**config.mk**
```make
export PLATFORM = sky130hd
export DESIGN_NAME = rot_pixel_rotator
export DESIGN_NICKNAME = d
export VERILOG_FILES = /design/src/rtl/rot_pkg.sv /design/src/rtl/rot_addr_gen.sv /design/src/rtl/rot_rd_track.sv /design/src/rtl/rot_pix_fifo.sv /design/src/rtl/rot_byte_ser.sv /design/src/rtl/rot_pixel_rotator.sv
export SDC_FILE = /design/constraint.sdc
export NUM_CORES = 1
export LEC_CHECK = 0
export ABC_AREA = 1
export BUFFER_PORTS_ARGS = -buffer_cell sky130_fd_sc_hd__buf_2
export CORE_MARGIN = 3
export CORE_UTILIZATION = 35
export DETAILED_ROUTE_END_ITERATION = 10
export PLACE_DENSITY_LB_ADDON = 0.2
export SYNTH_ARGS = -nofsm -noshare
export SYNTH_HDL_FRONTEND = slang
export SYNTH_SLANG_ARGS = --single-unit
```
**constraint.sdc**
```tcl
create_clock -name clk -period 2.87 [get_ports clk]
set_clock_uncertainty 0.05 [all_clocks]
set_input_delay 0.4305 -clock clk [delete_from_list [all_inputs] [get_ports clk]]
set_output_delay 0.4305 -clock clk [all_outputs]
set_load 0.02 [all_outputs]
```
**src/rtl/rot_pkg.sv**
```systemverilog
package rot_pkg;
   typedef enum logic {
      FR_IDLE = 1'b0,
      FR_RUN  = 1'b1
   } frame_state_e;

   localparam int unsigned DEF_SRC_W  = 320;
   localparam int unsigned DEF_SRC_H  = 240;
   localparam int unsigned DEF_PIX_W  = 16;
   localparam int unsigned DEF_BYTE_W = 8;
endpackage

```
**src/rtl/rot_addr_gen.sv**
```systemverilog
// Walks the source image column-major in reverse column order: for each
// panel row r, visits source rows 0..SRC_H-1 at source column SRC_W-1-r.
module rot_addr_gen #(
   parameter int unsigned SRC_W = 320,
   parameter int unsigned SRC_H = 240,
   parameter int unsigned AW    = 17
) (
   input  logic          clk,
   input  logic          rst_n,
   input  logic          load,
   input  logic          step,
   output logic          active,
   output logic [AW-1:0] addr
);
   localparam int unsigned CW = (SRC_H > 1) ? $clog2(SRC_H) : 1;
   localparam int unsigned RW = (SRC_W > 1) ? $clog2(SRC_W) : 1;

   logic [CW-1:0] col_q;
   logic [RW-1:0] row_q;
   logic [AW-1:0] base_q;
   logic [AW-1:0] addr_q;
   logic          act_q;

   always_ff @(posedge clk or negedge rst_n) begin
      if (!rst_n) begin
         col_q  <= '0;
         row_q  <= '0;
         base_q <= '0;
         addr_q <= '0;
         act_q  <= 1'b0;
      end else if (load) begin
         col_q  <= '0;
         row_q  <= '0;
         base_q <= AW'(SRC_W - 1);
         addr_q <= AW'(SRC_W - 1);
         act_q  <= 1'b1;
      end else if (step && act_q) begin
         if (col_q == CW'(SRC_H - 1)) begin
            col_q <= '0;
            if (row_q == RW'(SRC_W - 1)) begin
               act_q <= 1'b0;
            end else begin
               row_q  <= row_q + 1'b1;
               base_q <= base_q - 1'b1;
               addr_q <= base_q - 1'b1;
            end
         end else begin
            col_q  <= col_q + 1'b1;
            addr_q <= addr_q + AW'(SRC_W);
         end
      end
   end

   assign active = act_q;
   assign addr   = addr_q;
endmodule

```
**src/rtl/rot_rd_track.sv**
```systemverilog
// Tracks outstanding framebuffer reads of fixed latency RD_LAT.
module rot_rd_track #(
   parameter int unsigned RD_LAT = 1,
   localparam int unsigned LW    = $clog2(RD_LAT + 1)
) (
   input  logic          clk,
   input  logic          rst_n,
   input  logic          issue,
   output logic          ret,
   output logic [LW-1:0] inflight
);
   generate
      if (RD_LAT == 1) begin : g_single
         logic q;
         always_ff @(posedge clk or negedge rst_n) begin
            if (!rst_n) q <= 1'b0;
            else        q <= issue;
         end
         assign ret      = q;
         assign inflight = LW'(q);
      end else begin : g_pipe
         logic [RD_LAT-1:0] sh_q;
         always_ff @(posedge clk or negedge rst_n) begin
            if (!rst_n) sh_q <= '0;
            else        sh_q <= {sh_q[RD_LAT-2:0], issue};
         end
         assign ret      = sh_q[RD_LAT-1];
         assign inflight = LW'($countones(sh_q));
      end
   endgenerate
endmodule

```
**src/rtl/rot_pix_fifo.sv**
```systemverilog
module rot_pix_fifo #(
   parameter int unsigned W     = 16,
   parameter int unsigned DEPTH = 2,
   localparam int unsigned CNTW = $clog2(DEPTH + 1)
) (
   input  logic            clk,
   input  logic            rst_n,
   input  logic            push,
   input  logic [W-1:0]    din,
   input  logic            pop,
   output logic [W-1:0]    dout,
   output logic [CNTW-1:0] count
);
   localparam int unsigned PW = (DEPTH > 1) ? $clog2(DEPTH) : 1;

   logic [W-1:0]    mem [DEPTH];
   logic [PW-1:0]   wr_q;
   logic [PW-1:0]   rd_q;
   logic [CNTW-1:0] cnt_q;

   function automatic logic [PW-1:0] bump(input logic [PW-1:0] p);
      return (p == PW'(DEPTH - 1)) ? '0 : p + 1'b1;
   endfunction

   always_ff @(posedge clk) begin
      if (push) mem[wr_q] <= din;
   end

   always_ff @(posedge clk or negedge rst_n) begin
      if (!rst_n) begin
         wr_q  <= '0;
         rd_q  <= '0;
         cnt_q <= '0;
      end else begin
         if (push) wr_q <= bump(wr_q);
         if (pop)  rd_q <= bump(rd_q);
         if (push && !pop)      cnt_q <= cnt_q + 1'b1;
         else if (pop && !push) cnt_q <= cnt_q - 1'b1;
      end
   end

   assign dout  = mem[rd_q];
   assign count = cnt_q;
endmodule

```
**src/rtl/rot_byte_ser.sv**
```systemverilog
// Splits the head pixel into bytes, most significant first.
module rot_byte_ser #(
   parameter int unsigned PIX_W  = 16,
   parameter int unsigned BYTE_W = 8
) (
   input  logic              clk,
   input  logic              rst_n,
   input  logic              have,
   input  logic [PIX_W-1:0]  head,
   input  logic              ready,
   output logic              valid,
   output logic [BYTE_W-1:0] data,
   output logic              pix_pop
);
   localparam int unsigned BPP = PIX_W / BYTE_W;
   localparam int unsigned SW  = (BPP > 1) ? $clog2(BPP) : 1;

   logic [SW-1:0] sel_q;
   logic          fire;

   assign valid   = have;
   assign fire    = have && ready;
   assign pix_pop = fire && (sel_q == SW'(BPP - 1));

   always_comb begin
      data = head[(BPP - 1 - int'(sel_q)) * BYTE_W +: BYTE_W];
   end

   always_ff @(posedge clk or negedge rst_n) begin
      if (!rst_n)       sel_q <= '0;
      else if (pix_pop) sel_q <= '0;
      else if (fire)    sel_q <= sel_q + 1'b1;
   end
endmodule

```
**src/rtl/rot_pixel_rotator.sv**
```systemverilog
module rot_pixel_rotator
   import rot_pkg::*;
#(
   parameter int unsigned SRC_W      = DEF_SRC_W,
   parameter int unsigned SRC_H      = DEF_SRC_H,
   parameter int unsigned PIX_W      = DEF_PIX_W,
   parameter int unsigned BYTE_W     = DEF_BYTE_W,
   parameter int unsigned RD_LAT     = 1,
   parameter int unsigned FIFO_DEPTH = 2,
   localparam int unsigned AW        = $clog2(SRC_W * SRC_H)
) (
   input  logic              clk,
   input  logic              rst_n,
   input  logic              start,
   output logic              done,
   output logic              rd_en,
   output logic [AW-1:0]     rd_addr,
   input  logic [PIX_W-1:0]  rd_data,
   output logic              out_valid,
   input  logic              out_ready,
   output logic [BYTE_W-1:0] out_data
);
   localparam int unsigned NPIX = SRC_W * SRC_H;
   localparam int unsigned NW   = $clog2(NPIX);
   localparam int unsigned CNTW = $clog2(FIFO_DEPTH + 1);
   localparam int unsigned LW   = $clog2(RD_LAT + 1);

   generate
      if (PIX_W % BYTE_W != 0 || PIX_W / BYTE_W < 2) begin : g_bad_width
         $error("PIX_W must be a multiple of BYTE_W, at least two bytes");
      end
      if (SRC_W < 2 || SRC_H < 2) begin : g_bad_size
         $error("SRC_W and SRC_H must be at least 2");
      end
      if (RD_LAT < 1 || FIFO_DEPTH < 1) begin : g_bad_depth
         $error("RD_LAT and FIFO_DEPTH must be at least 1");
      end
   endgenerate

   frame_state_e    st_q;
   logic [NW-1:0]   pix_cnt_q;
   logic            done_q;
   logic            go;
   logic            gen_active;
   logic [AW-1:0]   gen_addr;
   logic            issue;
   logic            ret;
   logic [LW-1:0]   inflight;
   logic [PIX_W-1:0] head;
   logic [CNTW-1:0] fifo_cnt;
   logic            pop;

   assign go = start && (st_q == FR_IDLE);

   rot_addr_gen #(.SRC_W(SRC_W), .SRC_H(SRC_H), .AW(AW)) addr_i (
      .clk(clk), .rst_n(rst_n), .load(go), .step(issue),
      .active(gen_active), .addr(gen_addr)
   );

   // Issue only when the pixel slots can absorb every read in flight.
   always_comb begin
      issue = gen_active &&
              ((int'(fifo_cnt) + int'(inflight) - int'(pop)) < int'(FIFO_DEPTH));
   end

   rot_rd_track #(.RD_LAT(RD_LAT)) trk_i (
      .clk(clk), .rst_n(rst_n), .issue(issue), .ret(ret), .inflight(inflight)
   );

   rot_pix_fifo #(.W(PIX_W), .DEPTH(FIFO_DEPTH)) fifo_i (
      .clk(clk), .rst_n(rst_n), .push(ret), .din(rd_data),
      .pop(pop), .dout(head), .count(fifo_cnt)
   );

   rot_byte_ser #(.PIX_W(PIX_W), .BYTE_W(BYTE_W)) ser_i (
      .clk(clk), .rst_n(rst_n), .have(fifo_cnt != '0), .head(head),
      .ready(out_ready), .valid(out_valid), .data(out_data), .pix_pop(pop)
   );

   always_ff @(posedge clk or negedge rst_n) begin
      if (!rst_n) begin
         st_q      <= FR_IDLE;
         pix_cnt_q <= '0;
         done_q    <= 1'b0;
      end else begin
         done_q <= 1'b0;
         if (go) begin
            st_q      <= FR_RUN;
            pix_cnt_q <= '0;
         end else if (pop) begin
            if (pix_cnt_q == NW'(NPIX - 1)) begin
               st_q      <= FR_IDLE;
               pix_cnt_q <= '0;
               done_q    <= 1'b1;
            end else begin
               pix_cnt_q <= pix_cnt_q + 1'b1;
            end
         end
      end
   end

   assign done    = done_q;
   assign rd_en   = issue;
   assign rd_addr = gen_addr;
endmodule

```
==> results of run 1 <==
-- worst paths after layout --
kind / startpoint / endpoint / slack (ns) / cells after the start
min reg2reg: addr_i.addr[3] / addr_i.addr[3] / 0.43 / 2
max reg2reg: fifo_i.count[0] / addr_i.addr[15] / 0.28 / 16
min: rst_n / pix_cnt_q[6] / 0.02 / 2
max: fifo_i.count[0] / rd_en / 0.16 / 12
min in group clk: rd_data[13] / fifo_i.mem[1][13] / 0.21 / 1
max in group asynchronous: rst_n / addr_i.col_q[4] / 2.39 / 2
-- routing by layer --
layer	up-vias	GRT usage, %
li1	2431	-
met4	0	4.927
met1	2308	18.81
met5	-	0
met3	13	3.912
met2	84	25.57
-- timing repair --
item / in CTS / in global routing
pin swaps: 0 / 1
setup buffers: 4 / 7
endpoints found under the setup margin: 1 / 24
hold buffers: 0 / 0
gates resized for setup: 1 / 5
-- cells in the final DEF, fill, tap and decap left out, types with 9 or more instances in the layout --
| master | n |
|---|---|
| nand2_1 | 189 |
| nor2_1 | 102 |
| o21ai_2 | 11 |
| o22ai_1 | 10 |
| nand3_1 | 50 |
| o21ai_0 | 49 |
| inv_1 | 65 |
| clkbuf_16 | 9 |
| a21oi_1 | 11 |
| xor2_1 | 12 |
| buf_4 | 19 |
| edfxtp_1 | 32 |
| buf_2 | 45 |
| nand4_1 | 11 |
| dfrtp_1 | 77 |
-- registers in the layout, summed over array words and instances (netlist names), 2 cells and up --
signal	cells
addr_i.addr	17
fifo_i.mem	32
fifo_i.count	2
addr_i.row_q	9
addr_i.base_q	17
pix_cnt_q	17
addr_i.col_q	8
-- stage by stage --
stage               setup slack (ns)  cell area (um2)  util (%)
floorplan                     0.3494             5821         -
global placement              0.1969             6319     39.35
detailed placement            0.1382             6319     39.35
CTS                          0.04390             6640     41.35
global route                -0.02261             6706     41.76
finish                        0.1631             6706     41.76
-- power groups by stage --
stage	Combinational, mW	Clock, mW	Sequential, mW
after floorplan	1.15	0	2.17
after global placement	1.62	0	2.17
after detailed placement	1.66	0	2.17
after CTS	1.72	1.28	2.14
after global routing	1.98	1.33	2.18
final	1.74	1.23	2.14
-- logic make-up after synthesis --
group	after synthesis
simple gates	397
flops	109
compound gates	91
buf+inv	89
xor+xnor	15
fa+ha+maj	7
-- area by class of cell --
cell class,count,share of cell area (%)
multi-input combinational,510,38.15
clock buffer,10,3.563
inverter,74,4.160
timing repair buffer,67,6.250
clock inverter,6,0.7836
tap,216,4.030
sequential,109,43.06
-- worst max-delay path, stage by stage (launching register included) --
cell and delay, ns:
dfrtp_1 0.37, inv_2 0.07, nand2_4 0.09, nand3_4 0.10, inv_2 0.08, nand2_2 0.05, nand2_1 0.06, nand2_1 0.06
fa_1 0.49, nand2_1 0.04, nand3b_1 0.22, inv_2 0.11, buf_6 0.12
==> flow_summary.toml, run 1 <==
[floorplan]
row_count = 46
start_util_pct = 36.25
core_area_um2 = 16060
ios = 48
die_area_um2 = 18210
fp.dieW_um = 135.0
die_h_um = 135.0

[synthesis]
yosysUniqueCellTypes = 41
ys_seq_elements = 109
syn-cell-area_um2 = 5821
ys_seq_area_share_pct = 49.61
synth_warnings = 0
synth_compound_area_share_pct = 9.372
synthMuxAreaShare_pct = 0
synth_top_family_by_area = "simple AND/OR/NAND/NOR gates"
synthArstFlopShare_pct = 70.64
ys.flop_type = "dfrtp_1"
syn_nets = 735
synth.top_cell.area_share_pct = 33.10
synth_enable_flop_cells = 32
synthAdderAreaFrac_pct = 1.634
syn_inst = 708
synth_area_leaders = "dfrtp_1, edfxtp_1, nand2_1, nor2_1, inv_1"
avgSynthCellArea_um2 = 8.221
synth_common_cells = "nand2_1, nor2_1, dfrtp_1"
yosysTopAreaCell = "dfrtp_1"
synth_xor_area_share_pct = 2.257
synth.most_common_cell = "nand2_1"
synthSimpleGateAreaFrac_pct = 30.57

[power]
p_sw_mw = 1.959
p_clk_share_pct = 24.1
p_total_mw = 5.110
sw_frac_of_total_pct = 38.34
share_comb_of_total_power_pct = 34.1
pwr-share-seq_pct = 41.8
internal-power_mw = 3.151
ir_drop_mv = 0.3257
cellPowerDensity_nw_per_um2 = 761.9
cellLeakagePower_nw = 3.072

[timing]
setup_viol = 0
finalCriticalPeriod_ns = 2.707
hold_viol = 0
finalSetupTns_ns = 0
relSlewSlack_pct = 54.93
fmax_ghz = 0.3694
post-route-period-util_pct = 94.32
tightestPinTransition_ns = 0.6753
hold_slack_ns = 0.02161
drv_slew = 0
rsz0062_at_grt = "yes"

[routing]
wirelength_met1_um = 5918
drtAntennaViolNets = 0
detail_route.iter0.violations = 250
wl_met3_um = 581
routed.top_layer = "met4"
wl_per_cell_um = 13.07
vias_per_cell = 4.875
wl_um = 12970
drc = 0
num_vias = 4836
dr_wl_met2_um = 6265
dr.pass1.iters = 4

[layout]
nets = 798
layout-drive-gt1-share_pct = 16.62
fillers = 1635
n_antenna_cell = 0
syn2layout_area_growth_pct = 15.22
stdcell_count = 992
multi_input_area_um2 = 2559
regArea_um2 = 2888

[clock_network]
numCtsBuffers = 9
path_clk_slew_ns = 0.08
cts_tree = "done"
clock-sinks = 109
cts-htree-levels = 3
insertion_delay_ns = 0.36
root_buffer = "clkbuf_16"
clock_path_buffers = 2

[worst_setup_path]
worstSetupPathType = "register to output port"
arrival_ns = 2.23
cp-start-kind = "register"
crit_path_max_fanout = 7
cp_data_required_time_ns = 2.39
endpoint_kind = "output port"

[placement]
place_congestion = 0.8554
port-buffer-count = 47
dp_cells = 965
hpwl_um = 9008

[global_routing]
grt_pass1_vias = 4801
grt.overflow.total = 0
grt_pass1_wl_um = 22270
track_usage_pct = 15.07
antenna_found_initial = 0
grt_max_degree = 78

[status]
status = "completed"

[run]
max_cap_viol_count = 0

[worst_hold_path]
hold_class = "input pin to async pin"
No activity file was read; power rests on OpenSTA's default activity.
==> inputs of run 2 (changes only) <==
PLACE_DENSITY = 0.58   (was not set)
PLACE_DENSITY_LB_ADDON = not set   (was 0.2)
==> run 2 against run 1 <==
  * Flip-flop and latch count stayed put
  * Via count is 3.5% lower
  * Routed wire length decreased by 3.2%
  * Highest routed layer unchanged
  * Largest cell class unchanged
  * Final area about the same
  * Sequential power about the same
  * Core utilization about the same
  * Die area is the same
  * Critical endpoint unchanged
  * Register-to-register slack lost 0.07 ns
  * Sequential share of layout area about the same
  * Non-clock buffer count down 4
==> flow_summary.toml, run 2 (same netlist as run 1, synthesis figures left out) <==
[status]
status = "completed"

[routing]
vias_per_cell = 4.719
drtAntennaViolNets = 0
wl_um = 12550
wl_met3_um = 406
dr.pass1.iters = 5
dr_wl_met2_um = 5941
drc = 0
wirelength_met1_um = 6123
detail_route.iter0.violations = 230
wl_per_cell_um = 12.69
num_vias = 4667
routed.top_layer = "met4"

[placement]
dp_cells = 967
dp_worst_setup_slack_ns = 0.09225
port-buffer-count = 47
hpwl_um = 8836
postPlaceCellArea_um2 = 6309
place_congestion = 0.7804

[timing]
finalCriticalPeriod_ns = 2.695
tightestPinTransition_ns = 0.6581
drv_slew = 0
fmax_ghz = 0.3710
setup_viol = 0
relSlewSlack_pct = 56.08
post-route-period-util_pct = 93.92
finalWorstSetupSlack_ns = 0.1746
hold_viol = 0

[worst_setup_path]
cp-start-kind = "register"
max_stage_delay_ns = 0.50
crit_path_max_fanout = 4
worstSetupPathType = "register to output port"
arrival_ns = 2.21
cp_data_required_time_ns = 2.39
cpMostUsedCell = "nand2_1"
worstPathCellList = "inv_2 > nand2_4 > nand3_4 > inv_4 > nand2_1 > nand2_1 > nand2_1 > fa_1 > nand2_1 > nand3b_1 > inv_2 > buf_6"
critical-path-slowest-cell = "fa_1"
endpoint_kind = "output port"

[worst_hold_path]
hold_class = "input pin to async pin"

[clock_network]
insertion_delay_ns = 0.35
numCtsBuffers = 9
path_clk_slew_ns = 0.08
cts-htree-levels = 3
root_buffer = "clkbuf_16"
cts_hold_buf = 0
cts_tree = "done"
clock-sinks = 109
clock_path_buffers = 2

[floorplan]
core_area_um2 = 16060
die_h_um = 135.0
start_util_pct = 36.25
ios = 48
row_count = 46
fp.dieW_um = 135.0
die_area_um2 = 18210

[layout]
n_antenna_cell = 0
final_common_cell = "nand2_1"
largest_reg_flops = 32
syn2layout_area_growth_pct = 15.18
regArea_um2 = 2888
layout-drive-gt1-share_pct = 16.43
largest_register = "fifo_i.mem"
final_cell_mix = "nand2_1, nor2_1, dfrtp_1"
nets = 795
multi_input_area_um2 = 2574
stdcell_count = 989
final_area_um2 = 6704
fillers = 1606

[global_routing]
grt_pass1_wl_um = 20980
grt_pass1_vias = 4404
grt_max_degree = 43
grt.overflow.total = 0
antenna_found_initial = 0
track_usage_pct = 14.18

[power]
ir_drop_mv = 0.3756
cellLeakagePower_nw = 3.057
cellPowerDensity_nw_per_um2 = 773.8

[run]
max_cap_viol_count = 0
[run 2: per-layer routing]
metal  up-vias  track usage (%)
li1       2422                -
met1      2174            19.12
met2        66            23.35
met3         5            3.130
met4         0            3.527
met5         -                0
[run 2: area by class of cell]
type | count | share of cell area [%]
multi-input combinational | 511 | 38.39
clock inverter | 7 | 1.456
clock buffer | 9 | 3.359
tap | 216 | 4.031
inverter | 74 | 4.199
sequential | 109 | 43.08
timing repair buffer | 63 | 5.487
[run 2: where the power goes]
group	internal (mW)	switching, mW
sequential	1.91	0.231
combinational	0.599	1.11
clock	0.714	0.625
[run 2: path summary, 6_finish.rpt]
check / slack, ns / from / end / depth (start not counted)
setup reg to reg: 0.21 / fifo_i.count[0] / addr_i.addr[5] / 17
hold / removal: 0.02 / rst_n / fifo_i.rd_q / 1
min in group clk: 0.21 / rd_data[9] / fifo_i.mem[1][9] / 1
hold reg to reg: 0.43 / addr_i.addr[3] / addr_i.addr[3] / 2
max in group asynchronous: 2.05 / rst_n / addr_i.row_q[4] / 2
setup / recovery: 0.17 / fifo_i.count[0] / rd_en / 12
[run 2: through the flow]
step | hold WS (ns) | TNS [ns] | utilization [%] | power (mW)
finish | 0.02217 | 0 | 41.75 | 5.187
global route | 0.05705 | -0.0001403 | 41.75 | 5.563
CTS | 0.03148 | 0 | 41.44 | 5.222
detailed placement | 0.4136 | 0 | 39.29 | 3.818
global placement | 0.4121 | 0 | 39.29 | 3.808
floorplan | 0.08491 | 0 | - | 3.323
[run 2: repair_timing]
item | in CTS | in global routing
pin swaps | 0 | 2
endpoints found under the setup margin | 1 | 45
setup buffers | 3 | 2
resized for setup | 2 | 7
gates cloned | 0 | 1
[run 2: critical path, delay by kind of cell (launching register included)]
family        cells  cell delay (ns)
flops             1             0.39
buf+inv           4             0.37
simple gates      7             0.60
fa+ha+maj         1             0.50
